`src/rtl/tsbp_pkg.sv`:
```
package tsbp_pkg;
  localparam int DW         = 64;
  localparam int CTX_W      = 13;
  localparam int TT_LSB     = 22;
  localparam int CTX_POS    = 48;
  localparam int BASE_LSB   = 13;
  localparam int SPLIT_BIT  = 12;
  localparam int TSZ_W      = 4;
  localparam int PS_W       = 3;
  localparam int IDX_LSB    = 4;
  localparam int SHIFT_BASE = 9;
  localparam int SHIFT_STEP = 3;
  localparam int NSLOT      = 2;
  localparam int IDX_W      = 3;
  localparam int SEL_W      = 2;
  localparam int SH_W  = $clog2(SHIFT_BASE + SHIFT_STEP * ((1 << PS_W) - 1) + 1);
  localparam int TOP_W = $clog2(BASE_LSB + (1 << TSZ_W) + 1);

  localparam logic [IDX_W-1:0] RI_TAG    = 3'd0;
  localparam logic [IDX_W-1:0] RI_B0_C0  = 3'd1;
  localparam logic [IDX_W-1:0] RI_B0_CN  = 3'd2;
  localparam logic [IDX_W-1:0] RI_B1_C0  = 3'd3;
  localparam logic [IDX_W-1:0] RI_B1_CN  = 3'd4;
  localparam logic [IDX_W-1:0] RI_CFG_C0 = 3'd5;
  localparam logic [IDX_W-1:0] RI_CFG_CN = 3'd6;

  localparam logic [SEL_W-1:0] SEL_TT = 2'd0;
  localparam logic [SEL_W-1:0] SEL_P0 = 2'd1;
  localparam logic [SEL_W-1:0] SEL_P1 = 2'd2;

  typedef struct packed {
    logic [DW-1:0]             tag_acc;
    logic [NSLOT-1:0][DW-1:0]  base_c0;
    logic [NSLOT-1:0][DW-1:0]  base_cn;
    logic [PS_W-1:0]           cfg_c0;
    logic [PS_W-1:0]           cfg_cn;
  } tsbp_regs_t;
endpackage

```
`src/rtl/tsbp_regbank.sv`:
```
module tsbp_regbank
  import tsbp_pkg::*;
(
  input  logic             clk,
  input  logic             rst_n,
  input  logic             wr_en,
  input  logic [IDX_W-1:0] wr_idx,
  input  logic [DW-1:0]    wr_data,
  output tsbp_regs_t       regs
);
  always_ff @(posedge clk) begin
    if (!rst_n) begin
      regs <= '0;
    end else if (wr_en) begin
      case (wr_idx)
        RI_TAG:    regs.tag_acc    <= wr_data;
        RI_B0_C0:  regs.base_c0[0] <= wr_data;
        RI_B0_CN:  regs.base_cn[0] <= wr_data;
        RI_B1_C0:  regs.base_c0[1] <= wr_data;
        RI_B1_CN:  regs.base_cn[1] <= wr_data;
        RI_CFG_C0: regs.cfg_c0     <= wr_data[PS_W-1:0];
        RI_CFG_CN: regs.cfg_cn     <= wr_data[PS_W-1:0];
        default: ;
      endcase
    end
  end


  tag_write_chk: assert property (@(posedge clk) disable iff (!rst_n)
    wr_en && wr_idx == RI_TAG |=> regs.tag_acc == $past(wr_data));

  idx7_quiet_chk: assert property (@(posedge clk) disable iff (!rst_n)
    wr_en && wr_idx == 3'd7 |=> regs == $past(regs));
endmodule

```
`src/rtl/tsbp_ptr_calc.sv`:
```
module tsbp_ptr_calc
  import tsbp_pkg::*;
#(
  parameter bit SPLIT_EN = 1'b0
)(
  input  logic [DW-1:0]   tag_acc,
  input  logic [DW-1:0]   base,
  input  logic [PS_W-1:0] page_sz,
  output logic [DW-1:0]   ptr
);
  logic [SH_W-1:0]  shamt;
  logic [TOP_W-1:0] top;
  logic [DW-1:0]    idx, mask, base_part, merged;

  always_comb begin
    shamt     = SH_W'(SHIFT_BASE) + SH_W'(page_sz) * SH_W'(SHIFT_STEP);
    top       = TOP_W'(BASE_LSB) + TOP_W'(base[TSZ_W-1:0]);
    idx       = tag_acc >> shamt;
    mask      = ~({DW{1'b1}} << top) & ({DW{1'b1}} << IDX_LSB);
    base_part = base & ({DW{1'b1}} << BASE_LSB);
    merged    = base_part | (idx & mask);
  end

  generate
    if (SPLIT_EN) begin : g_split
      assign ptr = merged | (base[SPLIT_BIT] ? (DW'(1) << top) : '0);
    end else begin : g_plain
      assign ptr = merged;
    end
  endgenerate
endmodule

```
`src/rtl/tsb_ptr_gen.sv`:
```
module tsb_ptr_gen
  import tsbp_pkg::*;
(
  input  logic             clk,
  input  logic             rst_n,
  input  logic             wr_en,
  input  logic [2:0]       wr_idx,
  input  logic [63:0]      wr_data,
  input  logic             rd_valid,
  output logic             rd_ready,
  input  logic [1:0]       rd_sel,
  output logic             rsp_valid,
  input  logic             rsp_ready,
  output logic [63:0]      rsp_data,
  output logic             rsp_err
);
  tsbp_regs_t          regs;
  logic                ctx_nz;
  logic [PS_W-1:0]     cfg_sel;
  logic [NSLOT-1:0][DW-1:0] base_sel;
  logic [NSLOT-1:0][DW-1:0] ptr;
  logic [DW-1:0]       tag_tgt;
  logic [DW-1:0]       nxt_data;
  logic                nxt_err;
  logic                take;

  tsbp_regbank u_regs (
    .clk(clk), .rst_n(rst_n), .wr_en(wr_en), .wr_idx(wr_idx),
    .wr_data(wr_data), .regs(regs)
  );

  assign ctx_nz  = |regs.tag_acc[CTX_W-1:0];
  assign cfg_sel = ctx_nz ? regs.cfg_cn : regs.cfg_c0;

  generate
    for (genvar s = 0; s < NSLOT; s++) begin : g_slot
      assign base_sel[s] = ctx_nz ? regs.base_cn[s] : regs.base_c0[s];
      tsbp_ptr_calc #(.SPLIT_EN(s == 1)) u_calc (
        .tag_acc(regs.tag_acc), .base(base_sel[s]),
        .page_sz(cfg_sel), .ptr(ptr[s])
      );
    end
  endgenerate

  assign tag_tgt = DW'(regs.tag_acc[DW-1:TT_LSB])
                 | (DW'(regs.tag_acc[CTX_W-1:0]) << CTX_POS);

  always_comb begin
    nxt_err  = 1'b0;
    case (rd_sel)
      SEL_TT:  nxt_data = tag_tgt;
      SEL_P0:  nxt_data = ptr[0];
      SEL_P1:  nxt_data = ptr[1];
      default: begin
        nxt_data = '0;
        nxt_err  = 1'b1;
      end
    endcase
  end

  assign rd_ready = !rsp_valid || rsp_ready;
  assign take     = rd_valid && rd_ready;

  always_ff @(posedge clk) begin
    if (!rst_n) begin
      rsp_valid <= 1'b0;
      rsp_data  <= '0;
      rsp_err   <= 1'b0;
    end else if (take) begin
      rsp_valid <= 1'b1;
      rsp_data  <= nxt_data;
      rsp_err   <= nxt_err;
    end else if (rsp_ready) begin
      rsp_valid <= 1'b0;
    end
  end


  take_rsp_chk: assert property (@(posedge clk) disable iff (!rst_n)
    rd_valid && rd_ready |=> rsp_valid);

  hold_rsp_chk: assert property (@(posedge clk) disable iff (!rst_n)
    rsp_valid && !rsp_ready |=> rsp_valid && $stable(rsp_data) && $stable(rsp_err));

  err_zero_chk: assert property (@(posedge clk) disable iff (!rst_n)
    rsp_valid && rsp_err |-> rsp_data == '0);

  ptr_low_chk: assert property (@(posedge clk) disable iff (!rst_n)
    ptr[0][IDX_LSB-1:0] == '0 && ptr[1][IDX_LSB-1:0] == '0);

  ptr_base_chk: assert property (@(posedge clk) disable iff (!rst_n)
    ptr[0][DW-1:BASE_LSB+(1<<TSZ_W)+1] == base_sel[0][DW-1:BASE_LSB+(1<<TSZ_W)+1]);
endmodule

```
`config.mk`:
```
export PLATFORM = sky130hd
export DESIGN_NAME = tsb_ptr_gen
export DESIGN_NICKNAME = d
export VERILOG_FILES = /design/src/rtl/tsbp_pkg.sv /design/src/rtl/tsbp_regbank.sv /design/src/rtl/tsbp_ptr_calc.sv /design/src/rtl/tsb_ptr_gen.sv
export SDC_FILE = /design/constraint.sdc
export NUM_CORES = 1
export LEC_CHECK = 0
export BUFFER_PORTS_ARGS = -buffer_cell sky130_fd_sc_hd__buf_2
export CAP_MARGIN = 40
export CORE_MARGIN = 2
export CORE_UTILIZATION = 55
export DETAILED_ROUTE_END_ITERATION = 10
export MAX_ROUTING_LAYER = met4
export PLACE_DENSITY = 0.76
export SLEW_MARGIN = 20
export SYNTH_ARGS = -nofsm -noshare
export SYNTH_HDL_FRONTEND = slang
export SYNTH_HIERARCHICAL = 1
export SYNTH_SLANG_ARGS = --single-unit
export TNS_END_PERCENT = 10
```
`constraint.sdc`:
```
create_clock -name clk -period 4.81 [get_ports clk]
set_clock_uncertainty 0.1 [all_clocks]
set_input_delay 0.962 -clock clk [delete_from_list [all_inputs] [get_ports clk]]
set_output_delay 0.962 -clock clk [all_outputs]
set_load 0.03 [all_outputs]
```
## After elaboration in Yosys (flattened, before gate mapping)

Index checks and enable logic that the tools add are counted.

| word-level totals | value |
|---|---|
| flip-flop bits (word level) | 392 |
| input port bits | 74 |
| output and inout port bits | 67 |

| cells by class | value |
|---|---|
| $add $sub $neg | 3 |
| $mul | 1 |
| equality and inequality tests | 8 |
| shift-type cells | 4 |
| muxes and demuxes | 8 |
| bitwise logic cells | 8 |
| reduce and logical (&&, ||, !) cells | 15 |

Operators with widths:

| kind | count |
|---|---|
| 64-bit 2-to-1 mux | 3 |
| 64-bit bitwise OR | 3 |
| 64-bit case mux with 3 select lines | 1 |
| 64-bit bitwise AND | 2 |
| 64-bit NOT | 2 |
| 64-bit by 5-bit << shifter with 64-bit output (first input constant) | 2 |
| 1-bit by 5-bit << shifter with 64-bit output (first input constant) | 1 |
| 64-bit by 5-bit >> shifter with 64-bit output | 1 |
| 42-bit by 61-bit bitwise OR with 61-bit output | 1 |
| 2-bit AND reduction | 7 |
| 13-bit OR reduction | 1 |
| 4-bit by 4-bit adder with 5-bit output (first input constant) | 2 |
| 3-bit == test (second input constant) | 3 |
| 3-bit by 2-bit == test with 1-bit output (second input constant) | 2 |
| 4-bit by 5-bit adder with 5-bit output (first input constant) | 1 |
| 3-bit by 2-bit multiplier with 5-bit output (second input constant) | 1 |
| 3-bit by 1-bit == test with 1-bit output (second input constant) | 1 |
| 3-bit zero test | 1 |
| 1-bit 2-to-1 mux | 3 |
| 3-bit 2-to-1 mux | 1 |
| 3-bit OR reduction | 1 |
| 2-bit by 1-bit == test with 1-bit output (second input constant) | 1 |
| 2-bit == test (second input constant) | 1 |
| 2-bit zero test | 1 |
| 4 further kinds | 4 |

## Longest topological paths before layout

Gate-level depths: netlist of run 1.

| logic depth | value |
|---|---|
| word-level depth | 9 |
| depth in mapped cells | 22 |
| depth with buffers taken out | 16 |

## Hierarchy

Netlist of run 1, hierarchy kept.

Modules (own cells, without submodules):

| module | instances | cells an instance | area an instance (um2) | seq. area each (um2) |
|---|---|---|---|---|
| tsbp_regbank | 1 | 1127 | 11961.5 | 6526.3 |
| tsb_ptr_gen | 1 | 522 | 5106.1 | 1321.3 |
| tsbp_ptr_calc at g_slot[1].u_calc | 1 | 479 | 4274.1 | 0.0 |
| tsbp_ptr_calc at g_slot[0].u_calc | 1 | 447 | 4122.7 | 0.0 |

## Least setup slack after synthesis of run 1

OpenSTA, ideal clock, no wires.

| timing | value |
|---|---|
| kind | register to register |
| start point | reg u_regs/regs[273] (netlist name) |
| end point | reg rsp_data[27] |
| arrival time | 4230 ps |
| required time | 4573 ps |
| slack | 342 ps |
| stages on the path, launching flop included | 23 |
| buffers on the path | 7 |
| cells stage by stage | dfxtp_1 nor4_1 nand4_1 clkbuf_1 mux2_2 inv_1 ha_1 inv_1 fa_1 buf_6 buf_12 buf_12 buf_6 buf_6 buf_2 mux2i_1 nor2_1 o21ai_0 o21ai_1 a211o_1 mux2i_1 a2bb2oi_1 a211oi_1 |

RTL lines:

| element | line | source |
|---|---|---|
| end signal: assignment | tsb_ptr_gen.sv:71 | `rsp_data <= nxt_data;` |
| end: declaration | tsb_ptr_gen.sv:14 | `output logic [63:0] rsp_data,` |

==> results of run 1 <==
## cells in the final DEF, fill, tap and decap left out, types with 6 or more instances in the layout
cell and instances:
mux2i_1 439, nand2_1 416, dfxtp_1 355, buf_2 138, buf_4 133, mux4_2 120
a21oi_1 111, nor2_1 87, mux2_1 87, a211oi_1 75, mux2_2 67, a2bb2oi_1 56
clkbuf_16 40, nor3_1 30, o21ai_0 24, o22ai_1 19, inv_1 16, ha_1 16
buf_12 15, a22oi_1 14, o21ai_1 14, nand2b_1 12, nand3_1 12, a31oi_1 12
buf_6 11, mux2_4 10, nor2b_1 9, o211ai_1 9, clkbuf_1 8, conb_1 8
clkbuf_8 6, or3_1 6, o2111ai_1 6, a221o_1 6
## worst paths after layout
kind              slack, ns                           from  cells after the start                             to
setup / recovery      -0.03  u_regs/regs[264]$_SDFFE_PN0P_                     19      rsp_data[26]$_SDFFE_PN0P_
setup reg to reg      -0.03  u_regs/regs[264]$_SDFFE_PN0P_                     19      rsp_data[26]$_SDFFE_PN0P_
hold reg to reg        0.35  u_regs/regs[259]$_SDFFE_PN0P_                      2  u_regs/regs[259]$_SDFFE_PN0P_
hold / removal         0.35  u_regs/regs[259]$_SDFFE_PN0P_                      2  u_regs/regs[259]$_SDFFE_PN0P_
## where the power goes
group | switching [mW] | internal (mW)
clock | 1.32 | 1.93
combinational | 0.857 | 0.561
sequential | 0.102 | 3.06
total | 2.28 | 5.55
## final cells by class
type                    count  area share
inverters                  23     0.00331
diodes                      4    0.000373
multi-input cells        1788       0.566
well taps                 585      0.0272
clock inverters            19      0.0109
flip-flops and latches    358       0.267
repair buffers            304      0.0835
clock buffers              54      0.0414
## metal layers
| layer | global-route usage | share of wire | vias to the layer above |
|---|---|---|---|
| met2 | 0.624 | 0.45 | 1101 |
| met4 | 0.203 | 0.057 | 0 |
| li1 | - | - | 9078 |
| met3 | 0.0700 | 0.084 | 226 |
| met5 | - | 0 | - |
| met1 | 0.524 | 0.41 | 10400 |
## per-stage QoR
| stage | power, mW | utilization | setup WS [ns] | hold WS (ns) |
|---|---|---|---|---|
| global placement | 4.54 | 0.578 | -0.321 | 0.341 |
| finish | 7.83 | 0.622 | -0.0284 | 0.354 |
| CTS | 7.80 | 0.617 | -0.0521 | 0.358 |
| floorplan | 4.15 | - | 0.381 | 0.334 |
| global route | 8.04 | 0.622 | -0.143 | 0.374 |
| detailed placement | 4.56 | 0.579 | -0.403 | 0.348 |
## repair_timing
action	4_1_cts	5_1_grt
gates resized for setup	44	28
pin swaps	19	19
setup endpoints to repair	25	25
cloned	0	0
setup buffers	11	2
## flip-flops by register name (all words and copies together) (netlist names)
register     cells
rsp_data        64
rsp_err          1
rsp_valid        1
u_regs/regs    292
## critical path: stages, from the launching register on
cell and delay [ns]:
dfxtp_2 0.34, nor4_4 0.29, nand4_1 0.17, buf_6 0.17, mux2_4 0.32, ha_4 0.27
inv_2 0.04, fa_4 0.79, buf_12 0.14, buf_6 0.17, mux2i_2 0.26, buf_4 0.16
mux2_2 0.15, inv_1 0.04, mux4_2 0.51, a21oi_2 0.20, o21ai_2 0.09, mux2i_1 0.18
a2bb2oi_1 0.19, a211oi_1 0.09
==> flow_summary.ini, run 1 <==
[setup_path]
worstPathRequired_ns = 5.12
end_kind = flop
worstPathArrival_ns = 5.15
criticalPathCategory = flop to flop
start_kind = flop
path_max_fanout = 10

[route]
viasPerCell = 6.63
drc = 0
drt-total-wl_mm = 91.1
dr.pass1.iters = 6
ant_nets = 0
drtIter0Drc = 2239
routedWlPerCell_um = 29.1
num_vias = 20800

[timing]
setup_viol = 5
final.setup.tns_ns = -0.0858
finalCritPeriodShare = 1.01
worstMarginPinSlew_ns = 0.944
hold_viol_final = 0
fin_crit_ns = 4.84
fmax_mhz = 207
drv_slew = 0
rsz0062_at_grt = yes
relSlewSlack = 0.370
setup_ws_ns = -0.0284

[synth]
avgSynthCellArea_um2 = 9.82
synth_area_mm2 = 0.0241
yosysWarnings = 6
syn_inst = 2456

[layout]
final_layout_size_suffix_gt1_frac = 0.247
final-seq-area_mm2 = 0.00717
fin_cells = 3135
fill_cells = 3553
multiInputGateArea_mm2 = 0.0152
layout.nets = 2611
syn2layout_area_growth_pct = 11.4
stdcell_area_mm2 = 0.0269

[power]
power_density_mw_per_mm2 = 291
peakVddDrop_uv = 282
p_leak_nw = 11.9

[cts]
htree_num_levels = 2
numClockSinks = 358
cts_root_buf = clkbuf_16
clkLatencyLatePin_ns = 0.59
cts_tree = built
clkTransAtPathRegs_ns = 0.06
clock_path_buffers = 3
numCtsBuffers = 40
hold_buffers = 0

[global_routing]
grt.total_usage = 0.408
grt_pass1_wl_mm = 134
grt_antenna_before_repair = 4
overflow = 0
grt_pass1_vias = 20300
grt_max_degree = 139

[floorplanning]
die-area_mm2 = 0.0456
die_y_um = 213
row_count = 76
io-pin-count = 141
fp.dieW_um = 213
core_area_mm2 = 0.0432
start_util = 0.559

[place]
port_buffers = 140
hpwl_mm = 64.7
dpl-instance-area_mm2 = 0.0250
dp.cells = 3042
gp_congestion = 1.01

[outcome]
run_status = finished with violations
violations = negative setup slack

[job]
max-cap-violations = 0

[min_path]
hold_class = flop to flop
(Power assumes the default switching activity.)
==> run 2, diff against run 1 <==
Settings changed: BUFFER_PORTS_ARGS -buffer_cell sky130_fd_sc_hd__buf_2 to -buffer_cell sky130_fd_sc_hd__clkbuf_2, CAP_MARGIN 40 to 25.
==> run 2 against run 1 <==
Against the previous run: the flow now finishes without violations; largest cell class unchanged; critical endpoint is now rsp_data[17]$_SDFFE_PN0P_; hold slack improved by 0.0010 ns; maximum frequency is 1.1% higher; highest routed layer unchanged; worst setup slack improved by 0.054 ns.
==> flow_summary.ini, run 2 (synthesis gave the netlist of run 1 again) <==
[setup_path]
crit_path_start = u_regs/regs[273]$_SDFFE_PN0P_
end_kind = flop
slowest_stage = fa_4
rrSetupSlack_ns = 0.03
path_buf_inv = 4
crit_chain = nor4_4, nand4_1, buf_6, mux2_2, ha_4, inv_2, fa_4, buf_12, buf_6, mux2_4, mux4_2, mux2i_4, a211oi_1, a311o_1, mux2i_1, a2bb2oi_1, a211oi_1
worstPathRequired_ns = 5.12
max_stage_delay_ns = 0.81
r2r-end = rsp_data[17]$_SDFFE_PN0P_
regToRegStartpoint = u_regs/regs[273]$_SDFFE_PN0P_
cpLargestDelayFamily = multiplexers
criticalPathCategory = flop to flop
path_max_fanout = 7
reg2reg_depth = 17
worstPathArrival_ns = 5.10
start_kind = flop

[cts]
numClockSinks = 358
hold_buffers = 0
clock_path_buffers = 3
clkTransAtPathRegs_ns = 0.06
htree_num_levels = 2
clkLatencyLatePin_ns = 0.56
cts_tree = built
numCtsBuffers = 39
cts_root_buf = clkbuf_16

[timing]
hold_viol_final = 0
drv_slew = 0
worstMarginPinSlew_ns = 1.07
rsz0062_at_grt = yes
setup_viol = 0
relSlewSlack = 0.289
finalCritPeriodShare = 0.995
fin_crit_ns = 4.78
final.setup.tns_ns = 0
fmax_mhz = 209

[job]
max-cap-violations = 0

[route]
drc = 0
viasPerCell = 6.63
ant_nets = 0
dr.pass1.iters = 5
drtIter0Drc = 2212
routedWlPerCell_um = 29.0
num_vias = 20800
drt-total-wl_mm = 91.0

[layout]
largest_reg_flops = 292
final-seq-area_mm2 = 0.00717
regMostFlops = u_regs/regs
layout.nets = 2617
top_regs = u_regs/regs: 292 flops, rsp_data: 64 flops
fin_cells = 3139
syn2layout_area_growth_pct = 10.8
most-common-layout-cells = mux2i_1, nand2_1, dfxtp_1
multiInputGateArea_mm2 = 0.0152
mostFrequentLayoutCell = mux2i_1
fill_cells = 3603
final_layout_size_suffix_gt1_frac = 0.247

[floorplanning]
core_area_mm2 = 0.0432
die_y_um = 213
io-pin-count = 141
die-area_mm2 = 0.0456
fp.dieW_um = 213
start_util = 0.559
row_count = 76

[global_routing]
overflow = 0
grt_antenna_before_repair = 2
grt_pass1_wl_mm = 133
grt_pass1_vias = 20200
grt.total_usage = 0.407
grt_max_degree = 127

[place]
hpwl_mm = 64.5
dp.cells = 3056
port_buffers = 140
gp_congestion = 0.992

[power]
p_leak_nw = 11.8
power_density_mw_per_mm2 = 289
peakVddDrop_uv = 348

[outcome]
run_status = complete, no violations

[min_path]
min_to = u_regs/regs[171]$_SDFFE_PN0P_
min-delay-start = u_regs/regs[171]$_SDFFE_PN0P_
whs_path_depth = 2
hold_class = flop to flop
run 2: changes by cell type in the layout (fill, tap and decap cells not counted), sizes merged:
cell / previous run / this run
clkbuf: 54 / 182
clkinv: 8 / 15
buf: 304 / 173
clkinvlp: 1 / 5
inv: 28 / 25
diode: 4 / 3
run 2: routing by layer:
metal  vias to the layer above  part of all wire  track usage
met4                         0             0.059        0.209
met2                      1045              0.45        0.620
li1                       9070                 -            -
met5                         -                 0            -
met1                     10500              0.41        0.514
met3                       245             0.082       0.0838
run 2: worst max path at each step:
stage                                      endpoint  cells past startpoint
after floorplan           rsp_data[27]$_SDFFE_PN0P_                     22
after global placement    rsp_data[15]$_SDFFE_PN0P_                     18
after detailed placement  rsp_data[15]$_SDFFE_PN0P_                     18
after CTS                 rsp_data[27]$_SDFFE_PN0P_                     17
after global routing      rsp_data[17]$_SDFFE_PN0P_                     17
final                     rsp_data[17]$_SDFFE_PN0P_                     17
run 2: timing repair:
action,in CTS,in global routing
gates resized for setup,27,27
buffers inserted,2,7
endpoints found under the hold margin,0,0
pin swaps,4,14
endpoints found under the setup margin,16,27
run 2: metrics by stage:
step           setup slack [ns]  total power [mW]   util  cell area (um^2)  hold WS (ns)
5_1_grt                 -0.0707              7.93  0.619             26700         0.373
3_5_place_dp             -0.407              4.57  0.581             25100         0.348
4_1_cts                 -0.0516              7.70  0.615             26500         0.358
3_3_place_gp             -0.460              4.55  0.581             25100         0.341
2_1_floorplan             0.381              4.15      -             24100         0.334
6_report                 0.0260              7.73  0.619             26700         0.355
run 2: where the power goes:
group          total, mW  internal, mW  switching (mW)
sequential          3.15          3.05          0.0954
combinational       1.42         0.557           0.862
clock               3.16          1.84            1.32
run 2: final cells by class:
| class | instances | area share |
|---|---|---|
| multi-input combinational | 1788 | 0.569 |
| sequential | 358 | 0.268 |
| timing repair buffer | 311 | 0.0826 |
| clock buffer | 44 | 0.0387 |
| tap | 585 | 0.0274 |
| clock inverter | 27 | 0.0110 |
| inverter | 23 | 0.00332 |
| antenna | 3 | 0.000281 |
run 2: worst reg2reg max path: cells and delay by family (launching register included):
family / cells / cell delay (ns)
compound gates: 4 / 0.69
fa+ha+maj: 2 / 1.08
buf+inv: 4 / 0.50
flops: 1 / 0.33
mux: 5 / 1.51
simple gates: 2 / 0.44
